`config.mk`:
```
export PLATFORM = sky130hd
export DESIGN_NAME = stack_alu
export DESIGN_NICKNAME = d
export VERILOG_FILES = /design/src/rtl/stack_alu_pkg.sv /design/src/rtl/stack_alu_ctrl.sv /design/src/rtl/stack_alu_dp.sv /design/src/rtl/stack_alu.sv
export SDC_FILE = /design/constraint.sdc
export NUM_CORES = 2
export LEC_CHECK = 0
export BUFFER_PORTS_ARGS = -buffer_cell sky130_fd_sc_hd__buf_2
export CAP_MARGIN = 20
export CORE_ASPECT_RATIO = 0.75
export CORE_MARGIN = 1
export CORE_UTILIZATION = 65
export DETAILED_ROUTE_END_ITERATION = 10
export PLACE_DENSITY = 0.85
export SYNTH_ARGS = -nofsm -noshare
export SYNTH_HDL_FRONTEND = slang
export SYNTH_SLANG_ARGS = --single-unit
```
`constraint.sdc`:
```
create_clock -name clk -period 208.9 [get_ports clk]
set_input_delay 0 -clock clk [delete_from_list [all_inputs] [get_ports clk]]
set_output_delay 0 -clock clk [all_outputs]
set_load 0.02 [all_outputs]
```
`src/rtl/stack_alu_pkg.sv`:
```
package stack_alu_pkg;

  typedef enum logic [2:0] {
    OP_NOP  = 3'd0,
    OP_PUSH = 3'd1,
    OP_POP  = 3'd2,
    OP_ADD  = 3'd3,
    OP_SUB  = 3'd4,
    OP_MUL  = 3'd5,
    OP_DIV  = 3'd6,
    OP_RSV  = 3'd7
  } opcode_e;

  typedef enum logic [1:0] {
    ALU_ADD = 2'd0,
    ALU_SUB = 2'd1,
    ALU_MUL = 2'd2,
    ALU_DIV = 2'd3
  } aluSel_e;

  // strobes from control to datapath
  typedef struct packed {
    logic    doPush;
    logic    doPop;
    logic    doBin;
    logic    spill;
    logic    refill;
    logic    latchOps;
    aluSel_e aluSel;
  } dpCtl_t;

endpackage

```
`src/rtl/stack_alu_ctrl.sv`:
```
module stack_alu_ctrl
  import stack_alu_pkg::*;
#(
  parameter int SPILL_DEPTH = 8,
  localparam int CW = $clog2(SPILL_DEPTH + 1)
) (
  input  logic          clk,
  input  logic          rstN,
  input  logic          cmdValid,
  input  logic [2:0]    cmdOp,
  input  logic          divisorZero,
  output logic          ready,
  output dpCtl_t        ctl,
  output logic [CW-1:0] ramCount,
  output logic [2:0]    regCount,
  output logic          underflowErr,
  output logic          overflowErr,
  output logic          divZeroErr
);

  opcode_e op;
  logic    busy;
  aluSel_e pendSel;
  logic    regFull, ramFull, ramAny, fewOperands;
  logic    udfSet, ovfSet, dzSet;

  assign op          = opcode_e'(cmdOp);
  assign regFull     = (regCount == 3'd4);
  assign ramFull     = (ramCount == CW'(SPILL_DEPTH));
  assign ramAny      = (ramCount != '0);
  assign fewOperands = (regCount < 3'd2);
  assign ready       = !busy;

  always_comb begin
    ctl    = '0;
    udfSet = 1'b0;
    ovfSet = 1'b0;
    dzSet  = 1'b0;
    if (busy) begin
      ctl.doBin  = 1'b1;
      ctl.aluSel = pendSel;
      ctl.refill = ramAny;
      dzSet      = (pendSel == ALU_DIV) && divisorZero;
    end else if (cmdValid) begin
      unique case (op)
        OP_PUSH: begin
          if (regFull && ramFull) ovfSet = 1'b1;
          else begin
            ctl.doPush = 1'b1;
            ctl.spill  = regFull;
          end
        end
        OP_POP: begin
          if (regCount == 3'd0) udfSet = 1'b1;
          else begin
            ctl.doPop  = 1'b1;
            ctl.refill = ramAny;
          end
        end
        OP_ADD, OP_SUB: begin
          if (fewOperands) udfSet = 1'b1;
          else begin
            ctl.doBin  = 1'b1;
            ctl.refill = ramAny;
            ctl.aluSel = (op == OP_SUB) ? ALU_SUB : ALU_ADD;
          end
        end
        OP_MUL, OP_DIV: begin
          if (fewOperands) udfSet = 1'b1;
          else begin
            ctl.latchOps = 1'b1;
            ctl.aluSel   = (op == OP_DIV) ? ALU_DIV : ALU_MUL;
          end
        end
        default: ;
      endcase
    end
  end

  always_ff @(posedge clk or negedge rstN) begin
    if (!rstN) begin
      busy         <= 1'b0;
      pendSel      <= ALU_ADD;
      regCount     <= 3'd0;
      ramCount     <= '0;
      underflowErr <= 1'b0;
      overflowErr  <= 1'b0;
      divZeroErr   <= 1'b0;
    end else begin
      busy <= ctl.latchOps;
      if (ctl.latchOps) pendSel <= ctl.aluSel;
      if (ctl.doPush && !ctl.spill) regCount <= regCount + 3'd1;
      else if ((ctl.doPop || ctl.doBin) && !ctl.refill) regCount <= regCount - 3'd1;
      if (ctl.spill) ramCount <= ramCount + CW'(1);
      else if (ctl.refill) ramCount <= ramCount - CW'(1);
      if (udfSet) underflowErr <= 1'b1;
      if (ovfSet) overflowErr  <= 1'b1;
      if (dzSet)  divZeroErr   <= 1'b1;
    end
  end

endmodule

```
`src/rtl/stack_alu_dp.sv`:
```
module stack_alu_dp
  import stack_alu_pkg::*;
#(
  parameter int DATA_W      = 32,
  parameter int SPILL_DEPTH = 8,
  localparam int CW    = $clog2(SPILL_DEPTH + 1),
  localparam int AW    = (SPILL_DEPTH > 1) ? $clog2(SPILL_DEPTH) : 1,
  localparam int SLOTS = 4
) (
  input  logic              clk,
  input  logic              rstN,
  input  dpCtl_t            ctl,
  input  logic [DATA_W-1:0] cmdData,
  input  logic [CW-1:0]     ramCount,
  output logic              divisorZero,
  output logic              resultValid,
  output logic [DATA_W-1:0] resultData
);

  localparam logic [DATA_W-1:0] MIN_VAL = {1'b1, {(DATA_W-1){1'b0}}};
  localparam logic [DATA_W-1:0] NEG_ONE = {DATA_W{1'b1}};

  logic [DATA_W-1:0] slot [SLOTS];
  logic [DATA_W-1:0] spillMem [SPILL_DEPTH];
  logic [DATA_W-1:0] opA, opB, aluOut, refillWord;

  assign refillWord  = spillMem[AW'(ramCount - CW'(1))];
  assign divisorZero = (opB == '0);

  always_comb begin
    unique case (ctl.aluSel)
      ALU_ADD: aluOut = slot[1] + slot[0];
      ALU_SUB: aluOut = slot[1] - slot[0];
      ALU_MUL: aluOut = opA * opB;
      default: begin
        if (divisorZero)                           aluOut = '0;
        else if (opA == MIN_VAL && opB == NEG_ONE) aluOut = MIN_VAL;
        else aluOut = DATA_W'($signed(opA) / $signed(opB));
      end
    endcase
  end

  always_ff @(posedge clk) begin
    if (ctl.spill) spillMem[AW'(ramCount)] <= slot[SLOTS-1];
  end

  always_ff @(posedge clk or negedge rstN) begin
    if (!rstN) begin
      for (int i = 0; i < SLOTS; i++) slot[i] <= '0;
      opA         <= '0;
      opB         <= '0;
      resultValid <= 1'b0;
      resultData  <= '0;
    end else begin
      resultValid <= ctl.doPop;
      if (ctl.doPop) resultData <= slot[0];
      if (ctl.latchOps) begin
        opA <= slot[1];
        opB <= slot[0];
      end
      if (ctl.doPush) begin
        slot[0] <= cmdData;
        for (int i = 1; i < SLOTS; i++) slot[i] <= slot[i-1];
      end else if (ctl.doPop) begin
        for (int i = 0; i < SLOTS-1; i++) slot[i] <= slot[i+1];
        if (ctl.refill) slot[SLOTS-1] <= refillWord;
      end else if (ctl.doBin) begin
        slot[0] <= aluOut;
        for (int i = 1; i < SLOTS-1; i++) slot[i] <= slot[i+1];
        if (ctl.refill) slot[SLOTS-1] <= refillWord;
      end
    end
  end

endmodule

```
`src/rtl/stack_alu.sv`:
```
module stack_alu
  import stack_alu_pkg::*;
#(
  parameter int DATA_W      = 32,
  parameter int SPILL_DEPTH = 8
) (
  input  logic              clk,
  input  logic              rstN,
  input  logic              cmdValid,
  input  logic [2:0]        cmdOp,
  input  logic [DATA_W-1:0] cmdData,
  output logic              ready,
  output logic              resultValid,
  output logic [DATA_W-1:0] resultData,
  output logic              underflowErr,
  output logic              overflowErr,
  output logic              divZeroErr
);

  localparam int CW = $clog2(SPILL_DEPTH + 1);

  dpCtl_t        ctl;
  logic [CW-1:0] ramCount;
  logic [2:0]    regCount;
  logic          divisorZero;

  stack_alu_ctrl #(.SPILL_DEPTH(SPILL_DEPTH)) u_ctrl (
    .clk(clk), .rstN(rstN), .cmdValid(cmdValid), .cmdOp(cmdOp),
    .divisorZero(divisorZero), .ready(ready), .ctl(ctl),
    .ramCount(ramCount), .regCount(regCount),
    .underflowErr(underflowErr), .overflowErr(overflowErr),
    .divZeroErr(divZeroErr)
  );

  stack_alu_dp #(.DATA_W(DATA_W), .SPILL_DEPTH(SPILL_DEPTH)) u_dp (
    .clk(clk), .rstN(rstN), .ctl(ctl), .cmdData(cmdData),
    .ramCount(ramCount), .divisorZero(divisorZero),
    .resultValid(resultValid), .resultData(resultData)
  );

endmodule

```
### Word-level counts from Yosys, hierarchy flattened

Memories as Yosys holds them, arrays and structs flattened.
Cells that the tools add are included.

| storage, ports and cells | value |
|---|---|
| register bits | 238 |
| RAM bits | 256 |
| input port bits | 38 |
| output and inout bits | 37 |
| word-level logic and storage cells | 104 |
| memories | 1 |

Memories:

| memory | depth | width | rd ports | clocked after memory_dff | wr ports | line | RTL |
|---|---|---|---|---|---|---|---|
| u_dp.spillMem | 8 | 32 | 1 | 0 | 1 | stack_alu_dp.sv:24 | `logic [DATA_W-1:0] spillMem [SPILL_DEPTH];` |

| cells by class | value |
|---|---|
| add/sub/neg operators | 6 |
| multiply operators | 1 |
| div/mod/pow operators | 1 |
| $lt $le $gt $ge | 1 |
| equal/unequal tests | 13 |
| multiplexer cells | 47 |
| reduce and logical (&&, ||, !) cells | 19 |

Operators with widths:

| cell | count |
|---|---|
| 128-bit 2-to-1 mux | 3 |
| 32-bit 2-to-1 mux | 3 |
| 32-bit case mux with 3 select lines | 1 |
| 32-bit == test (second input constant) | 2 |
| 32-bit adder | 1 |
| 32-bit by 32-bit divider with 32-bit output | 1 |
| 32-bit logical NOT | 1 |
| 32-bit by 32-bit multiplier with 32-bit output | 1 |
| 32-bit subtractor | 1 |
| 1-bit 2-to-1 mux | 28 |
| 3-bit == test (second input constant) | 4 |
| 3-bit 2-to-1 mux | 3 |
| 4-bit 2-to-1 mux | 2 |
| 8-bit 2-to-1 mux | 1 |
| 3-bit by 2-bit == test with 1-bit output (second input constant) | 2 |
| 2-bit 2-to-1 mux | 3 |
| 1-bit logical AND | 5 |
| 4-bit by 1-bit adder with 4-bit output (second input constant) | 1 |
| 2-bit == test (second input constant) | 2 |
| 4-bit == test (second input constant) | 1 |
| 1-bit case mux with 2 select lines | 2 |
| 2-bit case mux with 2 select lines | 1 |
| 2-bit nonzero test | 2 |
| 4-bit nonzero test | 1 |
| 13 further kinds | 16 |

### Logic depth before layout (Yosys ltp)

| depth | value |
|---|---|
| depth after elaboration | 11 |
| mapped depth | 394 |

### Hierarchy

A second synthesis with hierarchy kept.

| unflattened totals | value |
|---|---|
| cell total of the unflattened synthesis | 8032 |
| area total of the unflattened synthesis | 68094.1 um^2 |

By module, submodules not included:

| module | instances | cells an instance | area an instance (um^2) | sequential area each (um^2) |
|---|---|---|---|---|
| stack_alu_dp | 1 | 7949 | 67258.3 | 13317.8 |
| stack_alu_ctrl | 1 | 83 | 835.8 | 325.3 |

### Worst setup path before layout

No wires, ideal clock.

| timing path | value |
|---|---|
| kind | flip-flop to flip-flop |
| start point | register u_dp.opB[0] |
| end point | register u_dp.slot[124] (netlist bit) |
| library setup time | 0.133 ns |
| data arrival time | 77.027 ns |
| setup slack | 131.739 ns |
| stages on the path, launching flop included | 366 |
| buffers on the path | 53 |
| path through | dfrtp_1 clkbuf_1 inv_1 ha_1 or4b_2 o41ai_1 xor2_1 o311ai_0 nor2_1 and3_1 buf_2 nand2_1 nor2_1 a31oi_1 a31oi_1 ha_1 or3_1 o21ai_0 [... 330 more ...] ha_1 a21o_1 a21o_1 a21o_1 a21o_1 a21o_1 a21o_1 a211oi_1 o41ai_1 inv_1 ha_1 nand2_1 nor4_2 nand4_1 o31ai_1 xor2_1 a221oi_1 o21ai_0 |

| between the ends | value |
|---|---|
| word-level cells in the longest chain between the ends | 8 |
| elaborated cells on any way between the ends | 11 |
| classes of those cells | mul (1); div (1); eq/ne (1); mux (6); reduce/logical (2) |

RTL lines:

| element | line | RTL |
|---|---|---|
| start: declaration | stack_alu_dp.sv:25 | `logic [DATA_W-1:0] opA, opB, aluOut, refillWord;` |
| start signal: assignment | stack_alu_dp.sv:59 | `opB <= slot[0];` |
| branches (longest 4 deep; another with 32-bit by 32-bit divider with 32-bit output) | - |  |
| 32-bit case mux with 3 select lines * | stack_alu_dp.sv:31 | `unique case (ctl.aluSel)` |
| 128-bit 2-to-1 mux * | stack_alu_dp.sv:67 | `end else if (ctl.doBin) begin` |
| 128-bit 2-to-1 mux * | stack_alu_dp.sv:64 | `end else if (ctl.doPop) begin` |
| 128-bit 2-to-1 mux * | stack_alu_dp.sv:61 | `if (ctl.doPush) begin` |
| end signal: indexed assignment | stack_alu_dp.sv:66 | `if (ctl.refill) slot[SLOTS-1] <= refillWord;` |
| end signal: indexed assignment | stack_alu_dp.sv:70 | `if (ctl.refill) slot[SLOTS-1] <= refillWord;` |
| end: declaration | stack_alu_dp.sv:23 | `logic [DATA_W-1:0] slot [SLOTS];` |

Mark *: on every way between the ends. The select of a mux whose other input is x is not followed.
A chain may end at the register's enable or synchronous reset.

### Worst setup path after layout

| timing path | value |
|---|---|
| start point | register u_dp.opB[15] |
| end point | register u_dp.slot[102] (netlist bit) |

| between the ends | value |
|---|---|
| word-level cells in the longest chain between the ends | 8 |
| elaborated cells on any way between the ends | 10 |
| classes of those cells | div (1); eq/ne (1); mux (6); reduce/logical (2) |

RTL lines:

| element | line | RTL |
|---|---|---|
| branches (longest 3 deep; another with 32-bit by 32-bit divider with 32-bit output) | - |  |
| 32-bit 2-to-1 mux * | stack_alu_dp.sv:36 | `if (divisorZero) aluOut = '0;` |
| 32-bit case mux with 3 select lines * | stack_alu_dp.sv:31 |  |
| 128-bit 2-to-1 mux * | stack_alu_dp.sv:67 |  |
| 128-bit 2-to-1 mux * | stack_alu_dp.sv:64 |  |
| 128-bit 2-to-1 mux * | stack_alu_dp.sv:61 |  |

Marks and branches as above.

==> impl_metrics.json <==
{
  "run_status": "finished with violations",
  "grt.overflow.total": 0,
  "initial_core_util_pct": 65.96,
  "syn2layout_area_growth_pct": 5.973,
  "relSlewSlack_pct": 17.63,
  "yosys_warnings": 0,
  "netlist_area_um2": 68520,
  "via_count": 69437,
  "crit_path_max_incr_delay_ns": 0.96,
  "syn_nets": 9458,
  "num_rows": 102,
  "clockRootBuffer": "clkbuf_16",
  "required_ns": 209.42,
  "hold_viol": 0,
  "cp.arrival_ns": 94.26,
  "drc_errors": 5,
  "layout_commonest_cell": "nand2_1",
  "antenna_found_initial": 10,
  "drive_above_1_share_pct": 7.141,
  "dp_hpwl_um": 196000,
  "finalCritPeriodShare_pct": 44.87,
  "core_um2": 103900,
  "synth_edf_count": 256,
  "dieArea_um2": 106700,
  "min_period_ns": 93.74,
  "grt_usage_pct": 51.31,
  "rsz0062_at_grt": "false",
  "cp_slowest_cell": "a211oi_1",
  "clkTransAtPathRegs_ns": 0.08,
  "holdWs_ns": 0.02362,
  "worstSetupStartpointType": "register",
  "violations": "design-rule violations",
  "grt_pass1_vias": 67112,
  "final_nets": 9363,
  "cts_buffer_depth": 3,
  "synth_seq_cells": 494,
  "seq_area_um2": 13650,
  "skew_ns": 0.06248,
  "end_kind": "register",
  "grt_max_degree": 103,
  "post_cts_buffers": 0,
  "via_per_inst": 7.178,
  "timing.fmax_ghz": 0.01067,
  "cts_hold_buffers": 37,
  "ys_types": 119,
  "fp.dieH_um": 283.2,
  "hold_path.class": "in -> async",
  "numCtsBuffers": 46,
  "finalSetupTns_ns": 0,
  "worstMarginPinSlew_ns": 1.228,
  "drt-pass1-iter-count": 11,
  "cp_max_fo": 53,
  "ys.flop_type": "edfxtp_1",
  "ctsResizeCount": 0,
  "drtAntennaViolNets": 0,
  "crit_type": "reg -> reg",
  "clkLatencyLatePin_ns": 0.66,
  "port_buffers": 74,
  "mostFrequentLayoutCells": "nand2_1, ha_1, inv_1",
  "grt_pass1_wl_um": 414700,
  "htreeDepth": 2,
  "finalSetupViolCount": 0,
  "wl_per_cell_um": 29.20,
  "die_width_um": 376.9,
  "cap_violations": 0,
  "dr.first_iter.drc_count": 11222,
  "cp_common_cell": "ha_1",
  "clkSinkCount": 494,
  "place_congestion": 1.107,
  "synth-async-reset-ratio_pct": 48.18,
  "ioPinCount": 75,
  "tritoncts": "done",
  "routed_wl_um": 282500,
  "syn_inst": 8319,
  "synth_area_per_cell_um2": 8.237,
  "n_fill_cell": 8001,
  "ys_seq_area_share_pct": 19.91,
  "drv_slew": 0,
  "multi_input_area_um2": 51240
}
-- worst max-delay path: cells and delay by family (launching register included) --
family	cells	cell delay (ns)
xor+xnor	2	1.48
buf+inv	20	4.32
fa+ha+maj	32	9.53
mux	7	2.35
compound gates	170	46.45
simple gates	99	28.83
flops	1	0.38
-- cells by family (layout without fill, tap and decap cells) --
| logic type | after synthesis | after routing | share of synthesized area, % |
|---|---|---|---|
| compound gates | 1870 | 1870 | 17.93 |
| xor+xnor | 570 | 570 | 7.297 |
| buf+inv | 1062 | 1005 | 5.913 |
| other cells | 0 | 7 | 0 |
| mux | 195 | 195 | 4.134 |
| simple gates | 3027 | 3027 | 20.22 |
| flops | 494 | 494 | 19.91 |
| fa+ha+maj | 1101 | 1101 | 24.60 |
-- flip-flops by register name (all words and copies together), names as in the netlist, 2 cells and up --
| name | cells |
|---|---|
| u_dp.spillMem | 256 |
| u_dp.slot | 128 |
| u_dp.opA | 32 |
| u_dp.opB | 32 |
| u_dp.resultData | 32 |
| u_ctrl.ramCount | 4 |
| u_ctrl.regCount | 3 |
| u_ctrl.pendSel | 2 |
-- stage by stage --
step | std cells | instance area, um^2 | util (%) | setup WS, ns
2_1_floorplan | 8319 | 68520 | - | 131.74
3_3_place_gp | 9537 | 70590 | 67.95 | 120.74
3_5_place_dp | 9538 | 70590 | 67.95 | 118.28
4_1_cts | 9661 | 72540 | 69.83 | 117.99
5_1_grt | 9667 | 72600 | 69.88 | 109.34
6_report | 9673 | 72610 | 69.90 | 115.16
-- synth_stat cells (178+ instances only) --
cell	n	area, um^2
ha_1	691	8646
fa_1	410	8208
a21oi_1	425	2127
o21ai_0	371	1857
inv_1	653	2451
xor2_1	214	1874
xnor2_1	355	3109
nor2_1	627	2354
edfxtp_1	256	7687
dfrtp_1	238	5956
nand2_1	1384	5195
clkbuf_1	313	1175
a21o_1	215	1614
a31oi_1	181	1132
nor3_1	178	890.9
-- path summary, 6_finish.rpt --
kind	start	end	slack, ns	depth (start not counted)
max	u_dp.opB[15]$_DFFE_PN0P_	u_dp.slot[102]$_DFFE_PN0P_	115.16	330
min in group clk	cmdOp[1]	u_ctrl.overflowErr$_DFFE_PN0P_	0.06	4
max reg2reg	u_dp.opB[15]$_DFFE_PN0P_	u_dp.slot[102]$_DFFE_PN0P_	115.16	330
min	rstN	u_dp.resultData[30]$_DFFE_PN0P_	0.02	2
max in group asynchronous	rstN	u_dp.opA[2]$_DFFE_PN0P_	207.40	3
min reg2reg	u_dp.resultData[23]$_DFFE_PN0P_	u_dp.resultData[23]$_DFFE_PN0P_	0.47	2
-- final cells by class --
| type | count | share of cell area, % |
|---|---|---|
| diodes | 7 | 0.02412 |
| clock inverters | 24 | 0.4170 |
| repair buffers | 264 | 2.640 |
| flip-flops and latches | 494 | 18.79 |
| inverters | 655 | 3.386 |
| multi-input cells | 6763 | 70.57 |
| clock buffers | 62 | 1.754 |
| well taps | 1404 | 2.419 |
-- metal layers --
metal	wire length (um)	up-vias	global-route usage, %
li1	-	28869	-
met1	99690	32457	65.19
met2	113900	6309	72.96
met3	45400	1790	19.28
met4	23390	12	33.23
met5	79	-	0.08985
Power is not shown: default switching activity piles up to over one toggle a cycle in this logic, so the estimate is an artifact.
